`config.mk`:
```
export PLATFORM = sky130hd
export DESIGN_NAME = turbo_ref_select
export DESIGN_NICKNAME = d
export VERILOG_FILES = /design/src/rtl/refsel_pkg.sv /design/src/rtl/refsel_pin_filter.sv /design/src/rtl/refsel_edge_delay.sv /design/src/rtl/refsel_chan_code.sv /design/src/rtl/turbo_ref_select.sv
export SDC_FILE = /design/constraint.sdc
export NUM_CORES = 1
export LEC_CHECK = 0
export ABC_AREA = 1
export BUFFER_PORTS_ARGS = -buffer_cell sky130_fd_sc_hd__buf_2
export CAP_MARGIN = 10
export CORE_MARGIN = 2
export CORE_UTILIZATION = 55
export DETAILED_ROUTE_END_ITERATION = 10
export GPL_TIMING_DRIVEN = 0
export PLACE_DENSITY = 0.79
export SETUP_SLACK_MARGIN = 0.02
export SLEW_MARGIN = 40
export SYNTH_ARGS = -nofsm -noshare
export SYNTH_HDL_FRONTEND = slang
export SYNTH_SLANG_ARGS = --single-unit
```
`constraint.sdc`:
```
create_clock -name clk -period 5 [get_ports clk]
set_input_delay 0.5 -clock clk [delete_from_list [all_inputs] [get_ports clk]]
set_output_delay 0.5 -clock clk [all_outputs]
set_load 0.05 [all_outputs]
```
`src/rtl/refsel_pkg.sv`:
```
`timescale 1ns/1ps
package refsel_pkg;

    localparam int NIB_W        = 4;
    localparam int CODE_W       = 5;
    localparam int MV_W         = 11;
    localparam int BASE_MV      = 660;
    localparam int STEP_MV      = 20;
    localparam int NIB_OFS      = 4;
    localparam int DEFAULT_CODE = 7;
    localparam int MAX_CODE     = 19;

    typedef enum logic {
        SRC_TURBO  = 1'b0,
        SRC_MANUAL = 1'b1
    } src_mode_e;

    typedef struct packed {
        logic [NIB_W-1:0] hi;
        logic [NIB_W-1:0] lo;
    } chan_cfg_t;

    typedef struct packed {
        src_mode_e mode;
        logic      tune_en;
        logic      dec_en;
        logic      sel_hi;
    } sel_ctrl_t;

    function automatic logic [CODE_W-1:0] nib_to_code(input logic [NIB_W-1:0] nib,
                                                      input logic dec);
        logic [CODE_W-1:0] r;
        if (dec && nib[3:2] == 2'b00)
            r = CODE_W'(3) - {3'b000, nib[1:0]};
        else
            r = {1'b0, nib} + CODE_W'(NIB_OFS);
        return r;
    endfunction

    function automatic logic [MV_W-1:0] code_to_mv(input logic [CODE_W-1:0] code);
        return MV_W'(BASE_MV) + MV_W'(STEP_MV) * {{(MV_W-CODE_W){1'b0}}, code};
    endfunction

endpackage

```
`src/rtl/refsel_pin_filter.sv`:
```
`timescale 1ns/1ps
module refsel_pin_filter #(
    parameter int STABLE_CYC = 1000
) (
    input  logic clk,
    input  logic rst,
    input  logic pin_raw,
    output logic pin_clean
);
    localparam int CW = $clog2(STABLE_CYC + 1);

    logic [1:0]    sync_q;
    logic [CW-1:0] cnt_q;

    always_ff @(posedge clk) begin
        if (rst) begin
            sync_q    <= '0;
            cnt_q     <= '0;
            pin_clean <= 1'b0;
        end else begin
            sync_q <= {sync_q[0], pin_raw};
            if (sync_q[1] == pin_clean) begin
                cnt_q <= '0;
            end else if (cnt_q == CW'(STABLE_CYC - 1)) begin
                pin_clean <= sync_q[1];
                cnt_q     <= '0;
            end else begin
                cnt_q <= cnt_q + CW'(1);
            end
        end
    end
endmodule

```
`src/rtl/refsel_edge_delay.sv`:
```
`timescale 1ns/1ps
module refsel_edge_delay #(
    parameter int DELAY_CYC = 20000
) (
    input  logic clk,
    input  logic rst,
    input  logic pin_clean,
    input  logic invert,
    output logic sel_hi
);
    localparam int DW = $clog2(DELAY_CYC + 1);

    logic [DW-1:0] dcnt_q;
    logic          fast_dir;

    // target level equal to ~invert is the fast direction
    assign fast_dir = (pin_clean != invert);

    always_ff @(posedge clk) begin
        if (rst) begin
            sel_hi <= 1'b0;
            dcnt_q <= '0;
        end else if (pin_clean == sel_hi) begin
            dcnt_q <= '0;                 // nothing pending, or reversal cancels
        end else if (fast_dir) begin
            sel_hi <= pin_clean;
            dcnt_q <= '0;
        end else if (dcnt_q == DW'(DELAY_CYC - 1)) begin
            sel_hi <= pin_clean;
            dcnt_q <= '0;
        end else begin
            dcnt_q <= dcnt_q + DW'(1);
        end
    end
endmodule

```
`src/rtl/refsel_chan_code.sv`:
```
`timescale 1ns/1ps
module refsel_chan_code
    import refsel_pkg::*;
(
    input  logic              clk,
    input  logic              rst,
    input  chan_cfg_t         cfg,
    input  sel_ctrl_t         ctl,
    output logic [CODE_W-1:0] code_q,
    output logic [MV_W-1:0]   mv_q
);
    logic [CODE_W-1:0] code_d;

    always_comb begin
        if (ctl.mode == SRC_MANUAL)
            code_d = nib_to_code(cfg.hi, ctl.dec_en);
        else if (!ctl.tune_en)
            code_d = CODE_W'(DEFAULT_CODE);
        else
            code_d = nib_to_code(ctl.sel_hi ? cfg.hi : cfg.lo, ctl.dec_en);
    end

    always_ff @(posedge clk) begin
        if (rst) begin
            code_q <= CODE_W'(DEFAULT_CODE);
            mv_q   <= code_to_mv(CODE_W'(DEFAULT_CODE));
        end else begin
            code_q <= code_d;
            mv_q   <= code_to_mv(code_d);
        end
    end
endmodule

```
`src/rtl/turbo_ref_select.sv`:
```
`timescale 1ns/1ps
module turbo_ref_select
    import refsel_pkg::*;
#(
    parameter int NCH        = 4,
    parameter int STABLE_CYC = 1000,
    parameter int DELAY_CYC  = 20000
) (
    input  logic                  clk,
    input  logic                  rst,
    input  logic                  turbo_pin,
    input  logic                  mode_manual,
    input  logic                  turbo_en,
    input  logic                  turbo_inv,
    input  logic                  decrease_en,
    input  logic [8*NCH-1:0]      chan_cfg,
    output logic [CODE_W*NCH-1:0] ref_code,
    output logic [MV_W*NCH-1:0]   ref_mv
);
    localparam int CFG_W = 2 * NIB_W;

    logic      pin_clean;
    logic      sel_hi;
    sel_ctrl_t ctl;

    refsel_pin_filter #(.STABLE_CYC(STABLE_CYC)) u_filt (
        .clk(clk), .rst(rst), .pin_raw(turbo_pin), .pin_clean(pin_clean)
    );

    refsel_edge_delay #(.DELAY_CYC(DELAY_CYC)) u_dly (
        .clk(clk), .rst(rst), .pin_clean(pin_clean), .invert(turbo_inv), .sel_hi(sel_hi)
    );

    always_comb begin
        ctl.mode    = mode_manual ? SRC_MANUAL : SRC_TURBO;
        ctl.tune_en = turbo_en;
        ctl.dec_en  = decrease_en;
        ctl.sel_hi  = sel_hi;
    end

    for (genvar ch = 0; ch < NCH; ch++) begin : g_chan
        chan_cfg_t c_cfg;
        assign c_cfg = chan_cfg[CFG_W*ch +: CFG_W];
        refsel_chan_code u_code (
            .clk(clk), .rst(rst), .cfg(c_cfg), .ctl(ctl),
            .code_q(ref_code[CODE_W*ch +: CODE_W]),
            .mv_q(ref_mv[MV_W*ch +: MV_W])
        );
    end
endmodule

```
; Word-level counts from Yosys, hierarchy flattened
; Cells that the tools add are included.
[classes]
n_bitwise = 2
n_reduce_logical = 21
n_eq_ne = 5
n_mux = 23
add_sub_neg = 22
multipliers = 4
[op_table]
columns = op, count
row1 = two-way mux 5 bit, 16
row2 = adder 10 x 10 -> 11 bit (first input constant), 4
row3 = adder 4 x 3 -> 5 bit (second input constant), 8
row4 = multiplier 3 x 5 -> 8 bit (first input constant), 4
row5 = subtractor 2 x 2 -> 3 bit (first input constant), 8
row6 = zero test 2 bit, 8
row7 = two-way mux 4 bit, 4
row8 = adder 15 x 1 -> 15 bit (second input constant), 1
row9 = equality test 15 bit (second input constant), 1
row10 = adder 10 x 1 -> 10 bit (second input constant), 1
row11 = equality test 10 bit (second input constant), 1
row12 = logical AND 1 bit, 8
row13 = AND reduction 2 bit, 2
row14 = OR reduction 4 bit, 1
row15 = two-way mux 1 bit, 3
row16 = OR reduction 3 bit, 1
row17 = equality test 1 bit, 2
row18 = NOT 1 bit, 2
row19 = nonzero test 2 bit, 1
row20 = != test 1 bit, 1
[totals]
elab_cells = 90
reg_bits = 93

; Longest topological paths before layout
; Gate-level depths: netlist of the first run.
[depth]
ltp_word = 8
depth_mapped = 24
depth_no_buf = 22

; By module
; From an unflattened synthesis of the first run, not the netlist that was laid out.
[hier_totals]
cells_unflattened = 804
hier_area_um2 = 5646.7
[by_module_without_submodules]
columns = mod, area_per_inst_um2, seq_area_each_um2, n_inst, cells_each
row1 = refsel_chan_code, 1033.5, 280.3, 4, 150
row2 = refsel_edge_delay, 865.8, 320.3, 1, 120
row3 = refsel_pin_filter, 646.9, 260.2, 1, 84

; Worst setup path before layout of the first run
; OpenSTA, ideal clock, no wires.
[synth_path]
path_kind = register -> register
from = reg u_dly.sel_hi
to = reg g_chan[0].u_code.mv_q[9]
slack_ns = 1.782
period_less_slack_ns = 3.218
arrival_ns = 3.085
required_time_ns = 4.867
path_stages_with_launch = 24
path_cell_list = dfxtp_1 buf_4 buf_2 nand2_1 inv_1 a21oi_1 ha_1 nand2_1 clkinv_1 o211ai_1 nand3_1 nand2_1 inv_1 ha_1 ha_1 fa_1 xor2_1 inv_1 nand3_1 nor2_1 nand2_1 nand2_1 nand2_1 nand3_1
[synth_between]
elab_chain_cells = 8
elab_cells_between_ends = 10
[synth_lines]
columns = element, line_no
row1 = from (decl), refsel_edge_delay.sv:9  ; output logic sel_hi
row2 = from (signal assigned), refsel_edge_delay.sv:26  ; sel_hi <= pin_clean;
row3 = from (signal assigned), refsel_edge_delay.sv:29  ; sel_hi <= pin_clean;
row4 = two-way mux 4 bit *, refsel_chan_code.sv:20  ; code_d = nib_to_code(ctl.sel_hi ? cfg.hi : cfg.lo, ctl.dec_en);
row5 = "parallel branches: the longest is 2 deep, another holds adder 4 x 3 -> 5 bit", n/a
row6 = two-way mux 5 bit *, refsel_pkg.sv:33  ; if (dec && nib[3:2] == 2'b00)
row7 = two-way mux 5 bit *, refsel_chan_code.sv:17  ; else if (!ctl.tune_en)
row8 = two-way mux 5 bit *, refsel_chan_code.sv:15  ; if (ctl.mode == SRC_MANUAL)
row9 = named net g_chan[0].u_code.code_d[1], refsel_chan_code.sv:12  ; logic [CODE_W-1:0] code_d;
row10 = multiplier 3 x 5 -> 8 bit *, refsel_pkg.sv:41  ; return MV_W'(BASE_MV) + MV_W'(STEP_MV) * {{(MV_W-CODE_W){1'b0}}, code};
row11 = adder 10 x 10 -> 11 bit *, refsel_pkg.sv:41
row12 = to (signal assigned), refsel_chan_code.sv:26  ; mv_q <= code_to_mv(CODE_W'(DEFAULT_CODE));
row13 = to (signal assigned), refsel_chan_code.sv:29  ; mv_q <= code_to_mv(code_d);
row14 = to (decl), refsel_chan_code.sv:10  ; output logic [MV_W-1:0] mv_q
; Mark *: on every way through the listed nets, which the timed path passes.
; A chain may end at the register's enable or synchronous reset.

; Worst setup path after layout of the first run
; Same ends and word-level chain as after synthesis.

==> impl_metrics.xml, run 1 <==
<?xml version="1.0" encoding="UTF-8"?>
<metrics>
  <group name="outcome">
    <metric name="result_of_the_run" unit="">complete, no violations</metric>
  </group>
  <group name="yosys">
    <metric name="yosys_warnings" unit="">0</metric>
    <metric name="postSynth.asyncResetShare" unit="%">0</metric>
    <metric name="synth_top_cell_by_area" unit="">dfxtp_1</metric>
    <metric name="syn_inst" unit="">686</metric>
    <metric name="synth.top_cells.by_area" unit="">dfxtp_1 (35%), nand2_1 (12%), ha_1 (11%)</metric>
    <metric name="synth_edf_count" unit="">0</metric>
    <metric name="syn-cell-area" unit="um2">4930</metric>
    <metric name="synth_cell_types" unit="">43</metric>
    <metric name="synthFlopType" unit="">dfxtp_1</metric>
    <metric name="postSynthRegisterBits" unit="">85</metric>
    <metric name="yosysSeqAreaShare" unit="%">34.5</metric>
    <metric name="proportion_of_netlist_area_held_by_the_largest_area_contributor" unit="%">34.5</metric>
    <metric name="synth.avg_cell_area" unit="um2">7.18</metric>
  </group>
  <group name="cells_and_area">
    <metric name="mostFrequentLayoutCell" unit="">nand2_1</metric>
    <metric name="area_delta_synth_final" unit="%">17.5</metric>
    <metric name="layout_common_cells" unit="">nand2_1 (163), inv_1 (96), buf_2 (94)</metric>
    <metric name="stdcell_count" unit="">909</metric>
    <metric name="post_layout_instance_area" unit="um2">5790</metric>
    <metric name="fraction_of_layout_cells_with_a_size_suffix_above_1" unit="%">19.3</metric>
    <metric name="nNetsFinal" unit="">883</metric>
  </group>
  <group name="clock_network">
    <metric name="worst_setup_hold_path_clk_slew" unit="ns">0.09</metric>
    <metric name="cts.sink_count" unit="">85</metric>
    <metric name="cts_root_buf" unit="">clkbuf_8</metric>
    <metric name="setup_fix_bufs_post_cts" unit="">0</metric>
    <metric name="tritoncts_clock_tree" unit="">done</metric>
    <metric name="ctsResizeCount" unit="">0</metric>
    <metric name="cts_hold_repair.buffers" unit="">0</metric>
    <metric name="numCtsBuffers" unit="">9</metric>
    <metric name="insertion_delay" unit="ns">0.37</metric>
    <metric name="cts-root-to-sink-buffers" unit="">2</metric>
    <metric name="htreeDepth" unit="">3</metric>
  </group>
  <group name="timing">
    <metric name="final.setup.tns" unit="ns">0</metric>
    <metric name="unrepaired_setup_endpoints_after_global_routing" unit="">false</metric>
    <metric name="finalCritPeriodShare" unit="%">74.7</metric>
    <metric name="max_slew.worst_pin.slew" unit="ns">0.745</metric>
    <metric name="clock-skew-final" unit="ns">0.0143</metric>
    <metric name="rel_slew_slack" unit="%">50.3</metric>
    <metric name="timing.final.hold_violations" unit="">0</metric>
    <metric name="final-max-slew-violation-count" unit="">0</metric>
    <metric name="max_freq" unit="MHz">268</metric>
    <metric name="finalSetupViolCount" unit="">0</metric>
    <metric name="fin_crit" unit="ns">3.73</metric>
  </group>
  <group name="routing">
    <metric name="detailedRoute.firstIterationViolations" unit="">240</metric>
    <metric name="drt_pre_antenna_iters" unit="">5</metric>
    <metric name="dr_vias_cell" unit="">5.19</metric>
    <metric name="route.detailed.drc" unit="">0</metric>
    <metric name="postRouteAntennaNets" unit="">0</metric>
    <metric name="wirelength" unit="um">11700</metric>
    <metric name="wl_per_cell" unit="um">12.8</metric>
    <metric name="num_vias" unit="">4716</metric>
  </group>
  <group name="worst_setup_path">
    <metric name="cp.buffers_inverters" unit="">6</metric>
    <metric name="cp_common_cell" unit="">nand2_1</metric>
    <metric name="cp_top_family" unit="">adder cells</metric>
    <metric name="cp.required" unit="ns">5.23</metric>
    <metric name="crit_path_max_fanout" unit="">10</metric>
    <metric name="crit_arrival" unit="ns">3.97</metric>
    <metric name="crit_type" unit="">flop to flop</metric>
    <metric name="endpoint_kind" unit="">flop</metric>
    <metric name="slowest_stage" unit="">dfxtp_1</metric>
    <metric name="worstRegToRegCells" unit="">23</metric>
    <metric name="path_cells" unit="">buf_4, buf_2, nand2_1, inv_1, a21oi_1, ha_1, nand2_1, clkinv_1, o211ai_1, nand3_1, nand2_1, inv_1, ha_1, ha_1, fa_1, xor2_1, inv_1, nand3_1, nor2_1, nand2_1, nand2_1, nand2_1, nand3_1</metric>
    <metric name="timing.critical_path.slowest_cell_delay" unit="ns">0.40</metric>
    <metric name="crit-reg2reg-launch" unit="">u_dly.sel_hi$_SDFFE_PP0P_</metric>
    <metric name="timing.reg2reg.setup_slack" unit="ns">1.27</metric>
    <metric name="critical_path.startpoint_type" unit="">flop</metric>
    <metric name="worst_r2r_endpoint" unit="">g_chan[0].u_code.mv_q[9]$_SDFF_PP1_</metric>
  </group>
  <group name="die">
    <metric name="die_height" unit="um">98.7</metric>
    <metric name="initial_utilization" unit="%">56.5</metric>
    <metric name="pin_count" unit="">103</metric>
    <metric name="die_area" unit="um2">9730</metric>
    <metric name="std_cell_rows" unit="">34</metric>
    <metric name="die_x" unit="um">98.7</metric>
    <metric name="placeableCoreArea" unit="um2">8720</metric>
  </group>
  <group name="min_path">
    <metric name="hold-path-cell-count" unit="">3</metric>
    <metric name="min_to" unit="">u_filt.sync_q[0]$_SDFF_PP0_</metric>
    <metric name="min_from" unit="">turbo_pin</metric>
    <metric name="worst_hold_path_type" unit="">input pin to flop</metric>
  </group>
  <group name="job">
    <metric name="max_cap_viol_count" unit="">0</metric>
  </group>
  <group name="global_routing">
    <metric name="globalRoute.totalOverflow" unit="">0</metric>
    <metric name="grt_antenna_before_repair" unit="">1</metric>
    <metric name="first_pass_grt_wire_length" unit="um">19700</metric>
    <metric name="number_of_global_route_vias_before_repair" unit="">4490</metric>
    <metric name="grt_start_max_net_pins" unit="">15</metric>
    <metric name="grt.total_usage" unit="%">24.9</metric>
    <metric name="global_route.usage.met1" unit="%">29.7</metric>
    <metric name="grt.busiest_layer" unit="">met2</metric>
    <metric name="met3_usage" unit="%">4.26</metric>
    <metric name="grt.met2_usage" unit="%">42.8</metric>
  </group>
  <group name="place">
    <metric name="placed_cell_area" unit="um2">5550</metric>
    <metric name="detailedPlacementHpwl" unit="um">8990</metric>
    <metric name="port_buffers" unit="">92</metric>
    <metric name="placed_cells" unit="">893</metric>
    <metric name="gp_congestion" unit="">0.909</metric>
  </group>
  <group name="power_and_ir_drop">
    <metric name="leak_pwr" unit="nW">2.92</metric>
    <metric name="max_ir_drop_vdd" unit="mV">0.196</metric>
    <metric name="power_per_cell_area" unit="nW/um2">367</metric>
  </group>
</metrics>
## area by class of cell
type	count	area, um2
Fill cell	729	2930
Buffer	22	145
Timing Repair Buffer	92	460
Clock inverter	6	113
Inverter	105	394
Antenna cell	1	2.50
Clock buffer	9	124
Multi-Input combinational cell	481	2710
Tap cell	108	135
Sequential cell	85	1700
## worst min-delay path, stage by stage
cell and delay (ns):
buf_2 0.08, inv_1 0.03, nor2_1 0.06
## power breakdown
group / internal [W] / leakage [nW] / switching (W)
clock network: 0.000330 / 0.119 / 0.000250
registers: 0.000745 / 0.698 / 0.0000155
logic: 0.000222 / 2.10 / 0.000561
## synthesized netlist by cell type (3+ instances only)
cell	instances
nor2_1	59
nand2_1	163
or2_2	5
nand3b_1	4
fa_1	4
o21bai_1	5
xnor2_1	4
o21ai_1	10
xor2_1	8
o211ai_1	3
dfxtp_1	85
nor3_1	8
a21oi_1	50
clkbuf_1	6
nor3b_1	7
ha_1	44
buf_4	12
nand4_1	5
inv_2	8
inv_1	96
nand3_1	55
o21ai_0	14
nand2_2	5
## logic make-up (layout without fill, tap and decap cells)
kind of cell,count (synthesis),count (layout),share of synthesized area (%)
and+or+nand+nor,321,321,28.7
AOI/OAI and AO/OA,90,90,10.2
xor gates and xnor gates,14,14,2.79
buffers and inverters,127,234,10.9
adders and majority gates,48,48,12.8
DFF,85,85,34.5
other,1,9,0.0761
## layer usage
metal  vias to the layer above  part of all wire, %  routed length (um)
met5                         -                    0                   0
met4                         0                  3.3                 383
met3                        29                  6.6                 765
met2                       161                   48                5660
met1                      2130                   42                4860
li1                       2396                    -                   -
## sequential cells by signal, indices dropped and copies added (netlist names)
signal	cells
u_filt.cnt_q	10
g_chan.u_code.mv_q	36
g_chan.u_code.code_q	20
u_filt.sync_q	2
u_dly.dcnt_q	15
u_dly.sel_hi	1
u_filt.pin_clean	1
## worst max path at each step
| stage | cells past startpoint | endpoint | startpoint |
|---|---|---|---|
| floorplan | 23 | g_chan[0].u_code.mv_q[9]$_SDFF_PP1_ | u_dly.sel_hi$_SDFFE_PP0P_ |
| global placement | 23 | g_chan[0].u_code.mv_q[9]$_SDFF_PP1_ | u_dly.sel_hi$_SDFFE_PP0P_ |
| detailed placement | 23 | g_chan[0].u_code.mv_q[9]$_SDFF_PP1_ | u_dly.sel_hi$_SDFFE_PP0P_ |
| CTS | 23 | g_chan[0].u_code.mv_q[9]$_SDFF_PP1_ | u_dly.sel_hi$_SDFFE_PP0P_ |
| global route | 21 | g_chan[0].u_code.mv_q[9]$_SDFF_PP1_ | u_dly.sel_hi$_SDFFE_PP0P_ |
| finish | 23 | g_chan[0].u_code.mv_q[9]$_SDFF_PP1_ | u_dly.sel_hi$_SDFFE_PP0P_ |
## through the flow
stage	hold WS [ns]	util (%)	power, W	worst slack (ns)
final	0.334	66.4	0.00212	1.27
after global routing	0.338	66.4	0.00224	0.932
after CTS	0.326	66.4	0.00213	1.29
after detailed placement	0.418	63.6	0.00155	1.34
after global placement	0.414	63.6	0.00153	1.42
after floorplan	0.388	-	0.00139	1.78
No activity file was read; power rests on OpenSTA's default activity.
==> inputs of run 2 (changes only) <==
- CORE_UTILIZATION: 55 -> 50
- PLACE_DENSITY: 0.79 -> 0.76
- clock period: 5 -> 3.2 ns (I/O delays scaled with it)
==> run 2 against run 1 <==
Net effect:
- global-route usage decreased by 2.4 points
- clock power increased by 37%
- clock skew decreased by 0.0054 ns
- register-to-register slack got worse by 1.2 ns
- non-clock buffer count increased by 24
- final cell count increased by 5.4%
- die area increased by 9.6%
- sequential share of layout area decreased by 2.2 points
- combinational power increased by 80%
- critical path type unchanged
==> impl_metrics.xml, run 2 (synthesis gave the netlist of run 1 again) <==
<?xml version="1.0" encoding="UTF-8"?>
<metrics>
  <group name="worst_setup_path">
    <metric name="crit_path_max_fanout" unit="">6</metric>
    <metric name="worstRegToRegCells" unit="">20</metric>
    <metric name="crit_type" unit="">flop to flop</metric>
    <metric name="endpoint_kind" unit="">flop</metric>
    <metric name="slowest_stage" unit="">fa_2</metric>
    <metric name="timing.reg2reg.setup_slack" unit="ns">0.06</metric>
    <metric name="timing.critical_path.slowest_cell_delay" unit="ns">0.39</metric>
    <metric name="crit_arrival" unit="ns">3.37</metric>
    <metric name="crit-reg2reg-launch" unit="">u_dly.sel_hi$_SDFFE_PP0P_</metric>
    <metric name="cp.required" unit="ns">3.43</metric>
    <metric name="path_cells" unit="">buf_8, buf_8, nand2_1, inv_2, a21oi_2, ha_2, nand2_4, buf_4, nand3_1, nand2_1, ha_4, ha_2, fa_2, xor2_4, inv_2, nand3_1, nor2_1, nand2_1, nand3_1, nand3_1</metric>
    <metric name="worst_r2r_endpoint" unit="">g_chan[0].u_code.mv_q[9]$_SDFF_PP1_</metric>
    <metric name="cp_common_cell" unit="">nand3_1</metric>
    <metric name="critical_path.startpoint_type" unit="">flop</metric>
  </group>
  <group name="timing">
    <metric name="max_slew.worst_pin.slew" unit="ns">0.709</metric>
    <metric name="layout_setup_ws" unit="ns">0.0601</metric>
    <metric name="rel_slew_slack" unit="%">52.7</metric>
    <metric name="final-max-slew-violation-count" unit="">0</metric>
    <metric name="finalSetupViolCount" unit="">0</metric>
    <metric name="unrepaired_setup_endpoints_after_global_routing" unit="">true</metric>
    <metric name="finalCritPeriodShare" unit="%">98.1</metric>
    <metric name="timing.final.hold_violations" unit="">0</metric>
    <metric name="fin_crit" unit="ns">3.14</metric>
    <metric name="hold_slack" unit="ns">0.185</metric>
    <metric name="max_freq" unit="MHz">318</metric>
    <metric name="clock-skew-final" unit="ns">0.00897</metric>
  </group>
  <group name="outcome">
    <metric name="result_of_the_run" unit="">complete, no violations</metric>
  </group>
  <group name="clock_network">
    <metric name="numCtsBuffers" unit="">9</metric>
    <metric name="cts_hold_repair.buffers" unit="">0</metric>
    <metric name="cts.sink_count" unit="">85</metric>
    <metric name="cts-root-to-sink-buffers" unit="">2</metric>
    <metric name="insertion_delay" unit="ns">0.36</metric>
    <metric name="cts_root_buf" unit="">clkbuf_8</metric>
    <metric name="tritoncts_clock_tree" unit="">done</metric>
    <metric name="htreeDepth" unit="">3</metric>
    <metric name="worst_setup_hold_path_clk_slew" unit="ns">0.09</metric>
  </group>
  <group name="cells_and_area">
    <metric name="fraction_of_layout_cells_with_a_size_suffix_above_1" unit="%">29.5</metric>
    <metric name="fillerInstances" unit="">816</metric>
    <metric name="layout_common_cells" unit="">nand2_1 (146), buf_2 (93), inv_1 (85)</metric>
    <metric name="multi_input_gate_area" unit="um2">2960</metric>
    <metric name="storage_element_area" unit="um2">1710</metric>
    <metric name="top_regs" unit="">g_chan.u_code.mv_q: 36 flops, g_chan.u_code.code_q: 20 flops, u_dly.dcnt_q: 15 flops</metric>
    <metric name="mostFrequentLayoutCell" unit="">nand2_1</metric>
    <metric name="flip_flop_count_of_the_largest_register_all_copies_and_words_added" unit="">36</metric>
    <metric name="registers.top_by_ff_count" unit="">g_chan.u_code.mv_q</metric>
    <metric name="insertedDiodeCount" unit="">0</metric>
    <metric name="stdcell_count" unit="">958</metric>
    <metric name="nNetsFinal" unit="">907</metric>
    <metric name="area_delta_synth_final" unit="%">27.1</metric>
  </group>
  <group name="place">
    <metric name="detailedPlacementHpwl" unit="um">9010</metric>
    <metric name="port_buffers" unit="">92</metric>
    <metric name="placed_cells" unit="">918</metric>
    <metric name="gp_congestion" unit="">0.904</metric>
    <metric name="dp_worst_setup_slack" unit="ns">-0.419</metric>
  </group>
  <group name="min_path">
    <metric name="worst_hold_path_type" unit="">input pin to flop</metric>
    <metric name="hold-path-cell-count" unit="">3</metric>
    <metric name="min_to" unit="">u_filt.sync_q[0]$_SDFF_PP0_</metric>
    <metric name="min_from" unit="">turbo_pin</metric>
  </group>
  <group name="die">
    <metric name="placeableCoreArea" unit="um2">9680</metric>
    <metric name="std_cell_rows" unit="">36</metric>
    <metric name="initial_utilization" unit="%">50.9</metric>
    <metric name="die_x" unit="um">103</metric>
    <metric name="die_area" unit="um2">10700</metric>
    <metric name="pin_count" unit="">103</metric>
    <metric name="die_height" unit="um">103</metric>
  </group>
  <group name="routing">
    <metric name="num_vias" unit="">4829</metric>
    <metric name="dr_vias_cell" unit="">5.04</metric>
    <metric name="wirelength" unit="um">12400</metric>
    <metric name="drt_pre_antenna_iters" unit="">5</metric>
    <metric name="route.detailed.drc" unit="">0</metric>
    <metric name="wl_per_cell" unit="um">12.9</metric>
    <metric name="detailedRoute.firstIterationViolations" unit="">212</metric>
    <metric name="postRouteAntennaNets" unit="">0</metric>
  </group>
  <group name="global_routing">
    <metric name="first_pass_grt_wire_length" unit="um">18800</metric>
    <metric name="globalRoute.totalOverflow" unit="">0</metric>
    <metric name="number_of_global_route_vias_before_repair" unit="">4216</metric>
    <metric name="grt_antenna_before_repair" unit="">0</metric>
    <metric name="grt.total_usage" unit="%">22.5</metric>
    <metric name="grt_start_max_net_pins" unit="">16</metric>
  </group>
  <group name="power_and_ir_drop">
    <metric name="power.sequential.fraction" unit="%">35.0</metric>
    <metric name="switchingPower" unit="W">0.00138</metric>
    <metric name="p_clk_share" unit="%">23.4</metric>
    <metric name="internal-power" unit="W">0.00201</metric>
    <metric name="leak_pwr" unit="nW">3.06</metric>
    <metric name="max_ir_drop_vdd" unit="mV">0.382</metric>
    <metric name="comb_power_share" unit="%">41.6</metric>
    <metric name="totalPowerFinal" unit="W">0.00339</metric>
    <metric name="power_per_cell_area" unit="nW/um2">541</metric>
    <metric name="power.share.switching" unit="%">40.8</metric>
  </group>
  <group name="job">
    <metric name="max_cap_viol_count" unit="">0</metric>
  </group>
</metrics>
[run 2: cell types whose count changed in the layout (fill, tap and decap cells not counted), sizes merged, moves of 2 or more]
cell	before	now
inv	104	107
bufinv	3	1
clkinv	4	2
clkbuf	15	17
buf	108	131
[run 2: power by group through the flow]
| stage | sequential [W] | clock, W | combinational [W] |
|---|---|---|---|
| 2_1_floorplan | 0.00159 | 0 | 0.000579 |
| 3_3_place_gp | 0.00121 | 0 | 0.00119 |
| 3_5_place_dp | 0.00121 | 0 | 0.00122 |
| 4_1_cts | 0.00119 | 0.000801 | 0.00127 |
| 5_1_grt | 0.00120 | 0.000854 | 0.00154 |
| 6_report | 0.00119 | 0.000793 | 0.00141 |
[run 2: what timing repair did]
action,4_1_cts,5_1_grt
endpoints found under the setup margin,17,17
pin swaps,8,30
cloned,0,1
setup buffers,12,11
resized for setup,38,50
[run 2: worst max path at each step]
stage                                                to                 startpoint  slack [ns]  cells after the start
floorplan           g_chan[0].u_code.mv_q[9]$_SDFF_PP1_  u_dly.sel_hi$_SDFFE_PP0P_        0.04                     23
global placement    g_chan[0].u_code.mv_q[9]$_SDFF_PP1_  u_dly.sel_hi$_SDFFE_PP0P_       -0.32                     23
detailed placement  g_chan[0].u_code.mv_q[9]$_SDFF_PP1_  u_dly.sel_hi$_SDFFE_PP0P_       -0.42                     23
CTS                 g_chan[0].u_code.mv_q[9]$_SDFF_PP1_  u_dly.sel_hi$_SDFFE_PP0P_     -0.0004                     22
global route        g_chan[3].u_code.mv_q[9]$_SDFF_PP1_  u_dly.sel_hi$_SDFFE_PP0P_       -0.11                     22
finish              g_chan[0].u_code.mv_q[9]$_SDFF_PP1_  u_dly.sel_hi$_SDFFE_PP0P_        0.06                     20
[run 2: metal layers]
metal,vias up,wire (um),global-route usage [%]
li1,2439,-,-
met4,0,438,8.50
met1,2185,5300,29.4
met5,-,0,0
met2,171,5830,37.0
met3,34,819,4.44
[run 2: layout make-up]
type	count	share of cell area (%)
sequential	85	27.2
timing repair buffer	116	10.5
buffer	22	2.72
tap	133	2.66
inverter	105	6.37
multi-input combinational	481	47.2
clock buffer	10	2.20
clock inverter	6	1.10
[run 2: metrics by stage]
| step | setup TNS, ns | util [%] | area, um2 |
|---|---|---|---|
| 5_1_grt | -0.445 | 64.7 | 6260 |
| 3_3_place_gp | -2.12 | 57.7 | 5580 |
| 4_1_cts | -0.000365 | 61.7 | 5980 |
| 2_1_floorplan | 0 | - | 4960 |
| 3_5_place_dp | -3.62 | 57.7 | 5580 |
| 6_report | 0 | 64.7 | 6260 |
[run 2: critical path: cells and delay by family, from the launching register on]
family	cells	cell delay, ns
AND/OR/NAND/NOR	9	0.78
adder cells (fa/ha/maj)	4	1.03
flip-flops	1	0.37
buffers and inverters	5	0.52
XOR/XNOR	1	0.18
AO/OA/AOI/OAI	1	0.12
